## src/rtl/fpm_pkg.sv

```systemverilog
package fpm_pkg;
  // significand multiplier variants
  localparam int MUL_PLAIN = 0;
  localparam int MUL_ARRAY = 1;

  function automatic int bias_of(input int exp_w);
    return (1 << (exp_w - 1)) - 1;
  endfunction
endpackage

```

## src/rtl/fpm_sig_mult.sv

```systemverilog
module fpm_sig_mult
  import fpm_pkg::*;
#(
  parameter int SIG_W = 24,
  parameter int ARCH  = MUL_PLAIN
) (
  input  logic [SIG_W-1:0]   a,
  input  logic [SIG_W-1:0]   b,
  output logic [2*SIG_W-1:0] prod
);
  localparam int PW = 2 * SIG_W;

  generate
    if (ARCH == MUL_ARRAY) begin : g_array
      logic [PW-1:0] acc [0:SIG_W];
      assign acc[0] = '0;
      for (genvar i = 0; i < SIG_W; i++) begin : g_row
        logic [PW-1:0] row;
        assign row        = b[i] ? ({{SIG_W{1'b0}}, a} << i) : '0;
        assign acc[i + 1] = acc[i] + row;
      end
      assign prod = acc[SIG_W];
    end else begin : g_plain
      assign prod = {{SIG_W{1'b0}}, a} * {{SIG_W{1'b0}}, b};
    end
  endgenerate
endmodule

```

## src/rtl/fpm_normalize.sv

```systemverilog
module fpm_normalize #(
  parameter int FRAC_W = 23
) (
  input  logic [2*FRAC_W+1:0] prod,
  output logic                norm_inc,
  output logic [FRAC_W-1:0]   frac
);
  localparam int PW = 2 * FRAC_W + 2;

  assign norm_inc = prod[PW-1];

  always_comb begin
    if (norm_inc) frac = prod[PW-2 -: FRAC_W];
    else          frac = prod[PW-3 -: FRAC_W];
  end

  // both significands carry a hidden one, so the product is in [1.0, 4.0)
  always_comb begin
    AST_LEAD_ONE: assert (prod[PW-1] || prod[PW-2]);
  end
endmodule

```

## src/rtl/fpm_exp_path.sv

```systemverilog
module fpm_exp_path
  import fpm_pkg::*;
#(
  parameter int EXP_W = 8
) (
  input  logic [EXP_W-1:0] ea,
  input  logic [EXP_W-1:0] eb,
  input  logic             norm_inc,
  output logic [EXP_W-1:0] exp_out,
  output logic             ovf,
  output logic             unf
);
  localparam int XW   = EXP_W + 2;
  localparam int BIAS = bias_of(EXP_W);
  localparam int EMAX = (1 << EXP_W) - 1;

  logic [EXP_W:0]        sum_raw;
  logic signed [XW-1:0]  biased;
  logic signed [XW-1:0]  final_e;
  logic                  unf_lost;
  logic                  unf_edge;

  assign sum_raw  = {1'b0, ea} + {1'b0, eb};
  assign biased   = signed'({1'b0, sum_raw}) - signed'(XW'(BIAS));
  assign final_e  = biased + signed'({{(XW-1){1'b0}}, norm_inc});

  // below zero cannot be rescued; exactly zero is rescued only by a shift
  assign unf_lost = biased[XW-1];
  assign unf_edge = (biased == '0) && !norm_inc;
  assign unf      = unf_lost || unf_edge;
  assign ovf      = !unf && (final_e >= signed'(XW'(EMAX)));
  assign exp_out  = final_e[EXP_W-1:0];

  always_comb begin
    AST_FLAG_EXCL: assert (!(ovf && unf));
    AST_EXP_RANGE: assert (ovf || unf || (exp_out != '0 && exp_out != EXP_W'(EMAX)));
  end
endmodule

```

## src/rtl/fpm_mul.sv

```systemverilog
module fpm_mul
  import fpm_pkg::*;
#(
  parameter int EXP_W     = 8,
  parameter int FRAC_W    = 23,
  parameter int OUT_REG   = 1,
  parameter int MULT_ARCH = MUL_PLAIN
) (
  input  logic                        clk,
  input  logic                        rst_n,
  input  logic                        in_valid,
  output logic                        in_ready,
  input  logic [EXP_W+FRAC_W:0]       in_a,
  input  logic [EXP_W+FRAC_W:0]       in_b,
  output logic                        out_valid,
  input  logic                        out_ready,
  output logic [EXP_W+FRAC_W:0]       out_result,
  output logic                        out_ovf,
  output logic                        out_unf
);
  localparam int WORD_W = 1 + EXP_W + FRAC_W;
  localparam int SIG_W  = FRAC_W + 1;
  localparam int PW     = 2 * SIG_W;

  logic              sa, sb, res_sign;
  logic [EXP_W-1:0]  ea, eb, res_exp;
  logic [SIG_W-1:0]  siga, sigb;
  logic [PW-1:0]     prod;
  logic              norm_inc, c_ovf, c_unf;
  logic [FRAC_W-1:0] res_frac;
  logic [WORD_W-1:0] c_word;

  // field split with hidden one restored
  assign sa   = in_a[WORD_W-1];
  assign sb   = in_b[WORD_W-1];
  assign ea   = in_a[WORD_W-2 -: EXP_W];
  assign eb   = in_b[WORD_W-2 -: EXP_W];
  assign siga = {1'b1, in_a[FRAC_W-1:0]};
  assign sigb = {1'b1, in_b[FRAC_W-1:0]};
  assign res_sign = sa ^ sb;

  fpm_sig_mult #(.SIG_W(SIG_W), .ARCH(MULT_ARCH)) u_mult (
    .a(siga), .b(sigb), .prod(prod)
  );

  fpm_normalize #(.FRAC_W(FRAC_W)) u_norm (
    .prod(prod), .norm_inc(norm_inc), .frac(res_frac)
  );

  fpm_exp_path #(.EXP_W(EXP_W)) u_exp (
    .ea(ea), .eb(eb), .norm_inc(norm_inc),
    .exp_out(res_exp), .ovf(c_ovf), .unf(c_unf)
  );

  always_comb begin
    if (c_ovf)      c_word = {res_sign, {EXP_W{1'b1}}, {FRAC_W{1'b0}}};
    else if (c_unf) c_word = {res_sign, {EXP_W{1'b0}}, {FRAC_W{1'b0}}};
    else            c_word = {res_sign, res_exp, res_frac};
  end

  always_comb begin
    AST_SIGN_XOR: assert (c_word[WORD_W-1] == (in_a[WORD_W-1] ^ in_b[WORD_W-1]));
  end

  generate
    if (OUT_REG != 0) begin : g_reg
      logic              vld_q, ovf_q, unf_q;
      logic [WORD_W-1:0] word_q;

      assign in_ready = !vld_q || out_ready;

      always_ff @(posedge clk or negedge rst_n) begin
        if (!rst_n) begin
          vld_q  <= 1'b0;
          ovf_q  <= 1'b0;
          unf_q  <= 1'b0;
          word_q <= '0;
        end else if (in_valid && in_ready) begin
          vld_q  <= 1'b1;
          ovf_q  <= c_ovf;
          unf_q  <= c_unf;
          word_q <= c_word;
        end else if (out_ready) begin
          vld_q  <= 1'b0;
        end
      end

      assign out_valid  = vld_q;
      assign out_result = word_q;
      assign out_ovf    = ovf_q;
      assign out_unf    = unf_q;

      AST_STALL_HOLD: assert property (@(posedge clk) disable iff (!rst_n)
        out_valid && !out_ready |=> out_valid && $stable(out_result));
      AST_OVF_INF: assert property (@(posedge clk) disable iff (!rst_n)
        out_valid && out_ovf |-> out_result[WORD_W-2:0] == {{EXP_W{1'b1}}, {FRAC_W{1'b0}}});
      AST_UNF_ZERO: assert property (@(posedge clk) disable iff (!rst_n)
        out_valid && out_unf |-> out_result[WORD_W-2:0] == '0);
      AST_READY_RULE: assert property (@(posedge clk) disable iff (!rst_n)
        in_ready == (!out_valid || out_ready));
    end else begin : g_comb
      assign in_ready   = out_ready;
      assign out_valid  = in_valid;
      assign out_result = c_word;
      assign out_ovf    = c_ovf;
      assign out_unf    = c_unf;
    end
  endgenerate
endmodule

```

## config.mk

```make
export PLATFORM = sky130hd
export DESIGN_NAME = fpm_mul
export DESIGN_NICKNAME = d
export VERILOG_FILES = /design/src/rtl/fpm_pkg.sv /design/src/rtl/fpm_sig_mult.sv /design/src/rtl/fpm_normalize.sv /design/src/rtl/fpm_exp_path.sv /design/src/rtl/fpm_mul.sv
export SDC_FILE = /design/constraint.sdc
export NUM_CORES = 1
export LEC_CHECK = 0
export ABC_AREA = 1
export ABC_CLOCK_PERIOD_IN_PS = 1850
export BUFFER_PORTS_ARGS = -buffer_cell sky130_fd_sc_hd__clkbuf_2
export CORE_ASPECT_RATIO = 1.5
export CORE_MARGIN = 2
export CORE_UTILIZATION = 35
export CTS_CLUSTER_DIAMETER = 60
export DETAILED_ROUTE_END_ITERATION = 16
export GPL_ROUTABILITY_DRIVEN = 0
export GPL_TIMING_DRIVEN = 0
export PLACE_DENSITY = 0.58
export SLEW_MARGIN = 40
export SYNTH_ARGS = -nofsm -noshare
export SYNTH_HDL_FRONTEND = slang
export SYNTH_SLANG_ARGS = --single-unit
```

## constraint.sdc

```tcl
create_clock -name clk -period 1.85 [get_ports clk]
set_input_delay 0.37 -clock clk [delete_from_list [all_inputs] [get_ports clk]]
set_output_delay 0.37 -clock clk [all_outputs]
set_load 0.01 [all_outputs]
```

# Word level (Yosys, flattened, before mapping)
# Cells that the tools add are included.
# word_totals
reg_bits,35
in_bits,68
output_inout_bits,36
word_cells,25
# classes
add_sub_neg,3
n_mul,1
n_lt_le_gt_ge,1
n_mux,5
bitwise,1
reduce_logical,10
# ops
op,count
$mux W31,2
$mul A24 B24 Y48,1
$mux W23,1
$add A10 B2 Y10,1
$ge A10 B9 Y1 const B,1
$logic_not A10 Y1,1
$sub A9 B7 Y10 const B,1
$add A8 B8 Y9,1
$logic_and A1 B1 Y1,3
$logic_not A1 Y1,3
$logic_or A1 B1 Y1,2
$mux W1,2
$reduce_bool A2 Y1,1
$xor A1 B1 Y1,1

# Depth between registers and ports, before layout
# Gate-level depths: netlist of run 1.
# logic_depth
word_depth,8
depth_mapped,47
mapped_depth_nobuf,43

# Modules after synthesis
# Synthesis of run 1 repeated with hierarchy kept, for this count alone.
# hier_totals
cells_unflattened,3323
hier_area_um2,23387.4
# modules_own_cells
mod,n_inst,cells_per_inst,area_each_um2
fpm_sig_mult,1,2872,20578.5
fpm_mul,1,225,1661.6
fpm_exp_path,1,151,839.6
fpm_normalize,1,75,307.8

# Worst setup path before layout of run 1
# No wires, ideal clock.
# synth_path
path_kind,in2reg
startpoint,input in_b[3]
endpoint,register g_reg.word_q[10] (netlist: out_result[10])
setup_ns,0.115
arrival_ns,7.583
path_slack_ns,-5.848
cell_stages,43
n_path_buf,4
cell_sequence,clkbuf_1 nand2_1 fa_1 inv_1 fa_1 inv_1 fa_1 inv_1 fa_1 inv_1 fa_1 inv_1 fa_1 inv_1 fa_1 inv_1 ha_1 nand2_1 (+7 left out) nand2_1 buf_6 buf_6 ha_1 ha_1 xnor2_1 nand3_1 nor2_4 nand2_1 nor2_2 nand3_2 nor2_4 nor2_4 nor2_4 nor2_4 buf_12 nand2_2 nand2_2
# synth_between
elab_chain_cells,7
# synth_lines
element,line_no,source
start: declaration,fpm_mul.sv:14,"input logic [EXP_W+FRAC_W:0] in_b,"
$mul A24 B24 Y48 (*),fpm_sig_mult.sv:24,"assign prod = {{SIG_W{1'b0}}, a} * {{SIG_W{1'b0}}, b};"
branches (longest 5 deep; another with $add A10 B2 Y10),n/a,
$mux W31 (*),fpm_mul.sv:56,"if (c_ovf) c_word = {res_sign, {EXP_W{1'b1}}, {FRAC_W{1'b0}}};"
end signal: assignment,fpm_mul.sv:82,word_q <= c_word;
end: declaration,fpm_mul.sv:68,logic [WORD_W-1:0] word_q;
# Mark *: on every way between the ends.
# A chain may end at the register's enable or synchronous reset.

# Final worst setup path of run 1
# layout_path
startpoint,input in_b[14]
endpoint,register g_reg.word_q[5] (netlist: out_result[5])
# Same word-level chain as after synthesis.

==> results of run 1 <==
[per-layer routing]
metal	global-route usage, %	routed length, µm
met1	25.9	26900
met2	44.1	39900
met3	1.99	3190
met4	15.1	6170
met5	0	14
[cells in the mapped netlist (3+ instances only)]
master	number
inv_2	15
inv_1	953
buf_2	3
nand2_4	6
clkbuf_1	94
o21bai_1	9
nor2_4	10
fa_1	482
xor2_1	7
dfrtp_1	35
o21ai_1	4
nand2_2	27
nand4_1	16
nor2_1	88
ha_1	186
xnor2_1	6
nor3_1	5
a21o_1	4
nand2_1	913
nand3_2	12
o21ai_0	31
nand3_1	64
a21oi_1	50
nor2_2	10
[registers in the layout (all words and copies together) (netlist names)]
| register | flops |
|---|---|
| out_unf | 1 |
| out_ovf | 1 |
| out_result | 32 |
| out_valid | 1 |
[placed cells by master, fill, tap and decap left out, drive strengths merged, types with 2 or more instances in the layout]
cell type  Yosys  routed
a21o           4       4
o21ai         35      35
ha           186     186
nand3b         3       3
inv          969     969
and3           2       2
nand2        946     946
xnor2          6       6
dfrtp         35      35
o21bai         9       9
nand3         76      76
and2           2       2
nor2         108     108
a21oi         52      52
fa           482     482
clkbuf        94     190
o21a           2       2
buf            7     152
nor3           5       5
nand4         16      16
xor2           7       7
[metrics by stage]
step	setup TNS (ps)	instance area (µm²)
3_3_place_gp	-220000	24600
2_1_floorplan	-170890	23100
5_1_grt	-192750	28200
3_5_place_dp	-220560	24600
4_1_cts	-184050	27700
6_report	-183980	28200
[layout make-up]
type | instances | area, µm² | share of cell area (%)
Sequential cell | 35 | 876 | 3.11
Timing Repair Buffer | 235 | 2220 | 7.87
Multi-Input combinational cell | 1943 | 18200 | 64.6
Buffer | 101 | 2060 | 7.32
Inverter | 969 | 3640 | 12.9
Clock buffer | 6 | 139 | 0.493
Clock inverter | 2 | 35.0 | 0.124
Tap cell | 805 | 1010 | 3.57
Antenna cell | 1 | 2.50 | 0.00887
[repair_timing]
item                       4_1_cts  5_1_grt
pin swaps                       53       62
hold endpoints to repair         0        0
setup endpoints to repair       33       33
cloned                           8        2
gates resized for setup        387       95
buffers inserted               107       26
[worst max-delay path by stage]
stage / slack [ps] / to / from / cells after the start
6_report: -5670 / out_result[5]$_DFFE_PN0P_ / in_b[14] / 42
5_1_grt: -5940 / out_result[6]$_DFFE_PN0P_ / in_b[19] / 40
4_1_cts: -5660 / out_result[9]$_DFFE_PN0P_ / in_a[9] / 44
3_5_place_dp: -6850 / out_result[5]$_DFFE_PN0P_ / in_a[7] / 40
3_3_place_gp: -6830 / out_result[5]$_DFFE_PN0P_ / in_a[7] / 40
2_1_floorplan: -5350 / out_result[10]$_DFFE_PN0P_ / in_a[13] / 43
[kinds of logic (layout without fill, tap and decap cells)]
| logic type | count (synthesis) | in the layout | synth area share (%) |
|---|---|---|---|
| AO/OA/AOI/OAI | 103 | 103 | 2.57 |
| XOR/XNOR | 13 | 13 | 0.508 |
| adder cells (fa/ha/maj) | 668 | 668 | 53.5 |
| buffers and inverters | 1070 | 1313 | 18.1 |
| flip-flops | 35 | 35 | 3.91 |
| other | 0 | 1 | 0 |
| AND/OR/NAND/NOR | 1159 | 1159 | 21.4 |
==> results_dict.tcl, run 1 <==
set metrics [dict create \
    critPathCaptureType "flip-flop" \
    routed_wirelength_mm 76.3 \
    wire_length_of_the_first_global_routing_pass_mm 118 \
    finalCriticalPeriod_ps 7520 \
    grt-ovfl-total 0 \
    worst_r2r_endpoint "out_result[20]$_DFFE_PN0P_" \
    timing.final.crit_share_pct 406 \
    syn_area_um2 22400 \
    synthCells 3048 \
    yosys_warnings 0 \
    cts_max_level 2 \
    pin_count 104 \
    reg2reg_slack_ps 100 \
    worst_path_max_delay_cell "fa_1" \
    drt_pre_antenna_iters 6 \
    drc 0 \
    crit_required_ps 2020 \
    ff2ff_path_depth 8 \
    avgSynthCellArea_um2 7.35 \
    hold_path_class "primary input to async pin" \
    post_drt_via_cell_ratio 4.75 \
    design.final.nets 4026 \
    initial_antenna_violation_count 2 \
    syn-num-nets 3784 \
    start_kind "primary input" \
    synth.largest_area_cell "fa_1" \
    cpLargestDelayFamily "adder cells" \
    worstPathBufferInverterCount 11 \
    die_h_um 314 \
    average_routed_wire_per_standard_cell_um 18.6 \
    timing_max_transition_violations_final 0 \
    rsz_0062_raised_after_global_routing "true" \
    timing.critical_path.slowest_cell_delay_ps 590 \
    maxCapViolations 0 \
    fillerInstances 6337 \
    cp_data_arrival_time_ps 7690 \
    hpwlAfterDp_mm 64.4 \
    die_area_um2 66100 \
    starting_density_of_the_core_pct 35.4 \
    synth-main-ff-cell "dfrtp_1" \
    number_of_hold_buffers_added_after_cts 0 \
    total_number_of_placement_rows 113 \
    port_buffers 103 \
    synth_seq_area_share_pct 3.91 \
    ys_async_rst_share_pct 100 \
    first_global_vias 20600 \
    clk_latency_ps 280 \
    finalCoreUtilization_pct 44.5 \
    area_delta_synth_final_pct 25.9 \
    placed_cells 3956 \
    final_layout_size_suffix_gt1_share_pct 17.5 \
    core_area_um2 63300 \
    cts_root_buf "clkbuf_16" \
    place_ws_ps -6850 \
    synth_enable_flop_cells 0 \
    critPathKind "primary input to flip-flop" \
    die_width_um 211 \
    synth-seq-cells 35 \
    failed_checks "setup timing" \
    clock_tree.buffer_depth 2 \
    cts_inserted_buffers 5 \
    layout.cells.non_filler 4097 \
    cts.sinks 35 \
    finalSetupViolCount 33 \
    synth.area.top_cells "fa_1 43%, inv_1 16%, nand2_1 15%" \
    hold_ws_ps 68.0 \
    synth_cell_types 36 \
    status "finished, violations left" \
    slew_headroom_pct 64.1 \
    tritoncts "yes" \
    vias 19500 \
    rr_startpoint "out_valid$_DFFE_PN0P_" \
    cts_clk_pin_slew_worst_paths_ps 60 \
    drt.antenna.violating_nets 0 \
    fmaxAchievable_mhz 133 \
    final.setup_skew_ps 2.88 \
    gr-usage-all-layers_pct 23.8 \
    cp_max_fo 10 \
    drt-initial-drc-count 930 \
    setup_ws_ps -5670 \
    synth.top_cell.area_share_pct 43.1 \
    max_slew.worst_pin.slew_ps 535 \
    hold_violations 0 \
    grt_max_degree 36 \
]
Power of run 1 is not shown: default switching activity piles up to over one toggle a cycle in this logic, so the estimate is an artifact.
==> run 2, diff against run 1 <==
- CORE_MARGIN: 2 -> 5
==> run 2 against run 1 <==
  * The run still ends with setup timing left
  * Global-route usage decreased by 1.6 points
  * Die area increased by 4.8%
  * First-iteration DRC count increased by 9.2%
  * Critical path type unchanged
  * Largest cell class unchanged
==> results_dict.tcl, run 2 (synthesized netlist as in run 1, its figures left out) <==
set metrics [dict create \
    layout.cells.non_filler 4128 \
    clock_tree.buffer_depth 2 \
    hold_violations 0 \
    die_area_um2 69200 \
    drt_pre_antenna_iters 5 \
    setup_ws_ps -5660 \
    largest_register_ffs 32 \
    cpLargestDelayFamily "adder cells" \
    worst_path_max_delay_cell "fa_2" \
    post_drt_via_cell_ratio 4.76 \
    setup.worst_path.start "in_b[5]" \
    ff2ff_path_depth 8 \
    slew_headroom_pct 61.5 \
    layout.cells.most_common "inv_1" \
    maxCapViolations 0 \
    average_routed_wire_per_standard_cell_um 18.9 \
    cts.sinks 35 \
    finalCoreUtilization_pct 45.1 \
    placed_cells 3956 \
    cts_inserted_buffers 5 \
    cts_clk_pin_slew_worst_paths_ps 50 \
    drc 0 \
    start_kind "primary input" \
    max_slew.worst_pin.slew_ps 573 \
    placement.cell_area_um2 24600 \
    wire_length_of_the_first_global_routing_pass_mm 119 \
    final_design_area_no_fill_um2 28600 \
    drt-initial-drc-count 1016 \
    pin_count 104 \
    rr_startpoint "out_valid$_DFFE_PN0P_" \
    cts_root_buf "clkbuf_16" \
    hold_path_class "primary input to async pin" \
    timing.critical_path.slowest_cell_delay_ps 570 \
    footprint_of_the_multi_input_gates_um2 18300 \
    layout.cells.most_common_list "927 x inv_1, 859 x nand2_1, 461 x fa_1, 160 x ha_1, 128 x buf_4" \
    critPathKind "primary input to flip-flop" \
    crit_required_ps 2050 \
    total_number_of_placement_rows 113 \
    worstPathBufferInverterCount 12 \
    initial_antenna_violation_count 3 \
    design.final.nets 4057 \
    finalCriticalPeriod_ps 7510 \
    hpwlAfterDp_mm 65.1 \
    cp_data_arrival_time_ps 7720 \
    final.setup_skew_ps 4.54 \
    port_buffers 103 \
    status "finished, violations left" \
    worst_r2r_endpoint "out_result[21]$_DFFE_PN0P_" \
    timing.final.crit_share_pct 406 \
    critPathCaptureType "flip-flop" \
    grt-ovfl-total 0 \
    routed_wirelength_mm 77.9 \
    tritoncts "yes" \
    reg2reg_slack_ps 40 \
    cts_max_level 2 \
    fmaxAchievable_mhz 133 \
    fillerInstances 6291 \
    die_h_um 320 \
    timing_max_transition_violations_final 0 \
    seq_area_um2 876 \
    final_layout_size_suffix_gt1_share_pct 18.4 \
    failed_checks "setup timing" \
    die_width_um 217 \
    core_area_um2 63300 \
    starting_density_of_the_core_pct 35.4 \
    gr-usage-all-layers_pct 22.2 \
    finalSetupViolCount 33 \
    area_delta_synth_final_pct 27.5 \
    drt.antenna.violating_nets 0 \
    cp_max_fo 8 \
    grt_max_degree 36 \
    clk_latency_ps 280 \
    rsz_0062_raised_after_global_routing "true" \
    first_global_vias 21000 \
    vias 19600 \
]
run 2: cell count changes in the layout (fill, tap and decap cells not counted), sizes merged:
cell | previous run | this run
clkbuf | 190 | 172
buf | 152 | 201
diode | 1 | 2
clkinv | 1 | 0
run 2: metrics by stage:
step | TNS (ps) | hold slack [ps] | setup slack (ps)
final | -185090 | 67.4 | -5660
after global routing | -192700 | 109 | -5900
after CTS | -185050 | 86.9 | -5670
after detailed placement | -220220 | 379 | -6840
after global placement | -219610 | 462 | -6820
after floorplan | -170890 | 74.4 | -5350
run 2: layer usage:
layer / share of wire [%] / GRT usage, % / vias up
met3: 5.0 / 2.15 / 291
met2: 51 / 41.0 / 666
met1: 35 / 24.1 / 9606
met4: 9.5 / 14.1 / 2
li1: - / - / 9072
met5: 0.0090 / 0 / -
run 2: worst reg2reg max path, cell delays in order (launching register included):
cell	delay (ps)
dfrtp_1	380
nand2_1	120
nand2_1	280
a21oi_1	320
nand2_4	110
nor2_4	230
clkbuf_16	200
nand3_2	60
nand2_1	60
run 2: area by class of cell:
class	instances	area share, %
multi-input cells	1943	64.0
inverters	969	12.8
repair buffers	266	8.86
plain buffers	101	7.23
well taps	805	3.53
flip-flops and latches	35	3.07
clock buffers	6	0.451
clock inverters	1	0.105
diodes	2	0.0175
run 2: how the worst max path moves through the flow:
stage,end,slack [ps],cells after the start
detailed placement,out_result[4]$_DFFE_PN0P_,-6840,46
finish,out_result[14]$_DFFE_PN0P_,-5660,44
CTS,out_result[26]$_DFFE_PN0P_,-5670,46
floorplan,out_result[10]$_DFFE_PN0P_,-5350,43
global placement,out_result[5]$_DFFE_PN0P_,-6820,40
global route,out_result[14]$_DFFE_PN0P_,-5900,39
run 2: what timing repair did:
action,in CTS,in global routing
endpoints found under the setup margin,33,33
buffers inserted,98,56
pin swaps,59,85
hold buffers,0,0
gates cloned,5,6
resized for setup,369,153
Power of run 2 is left out for the same reason.
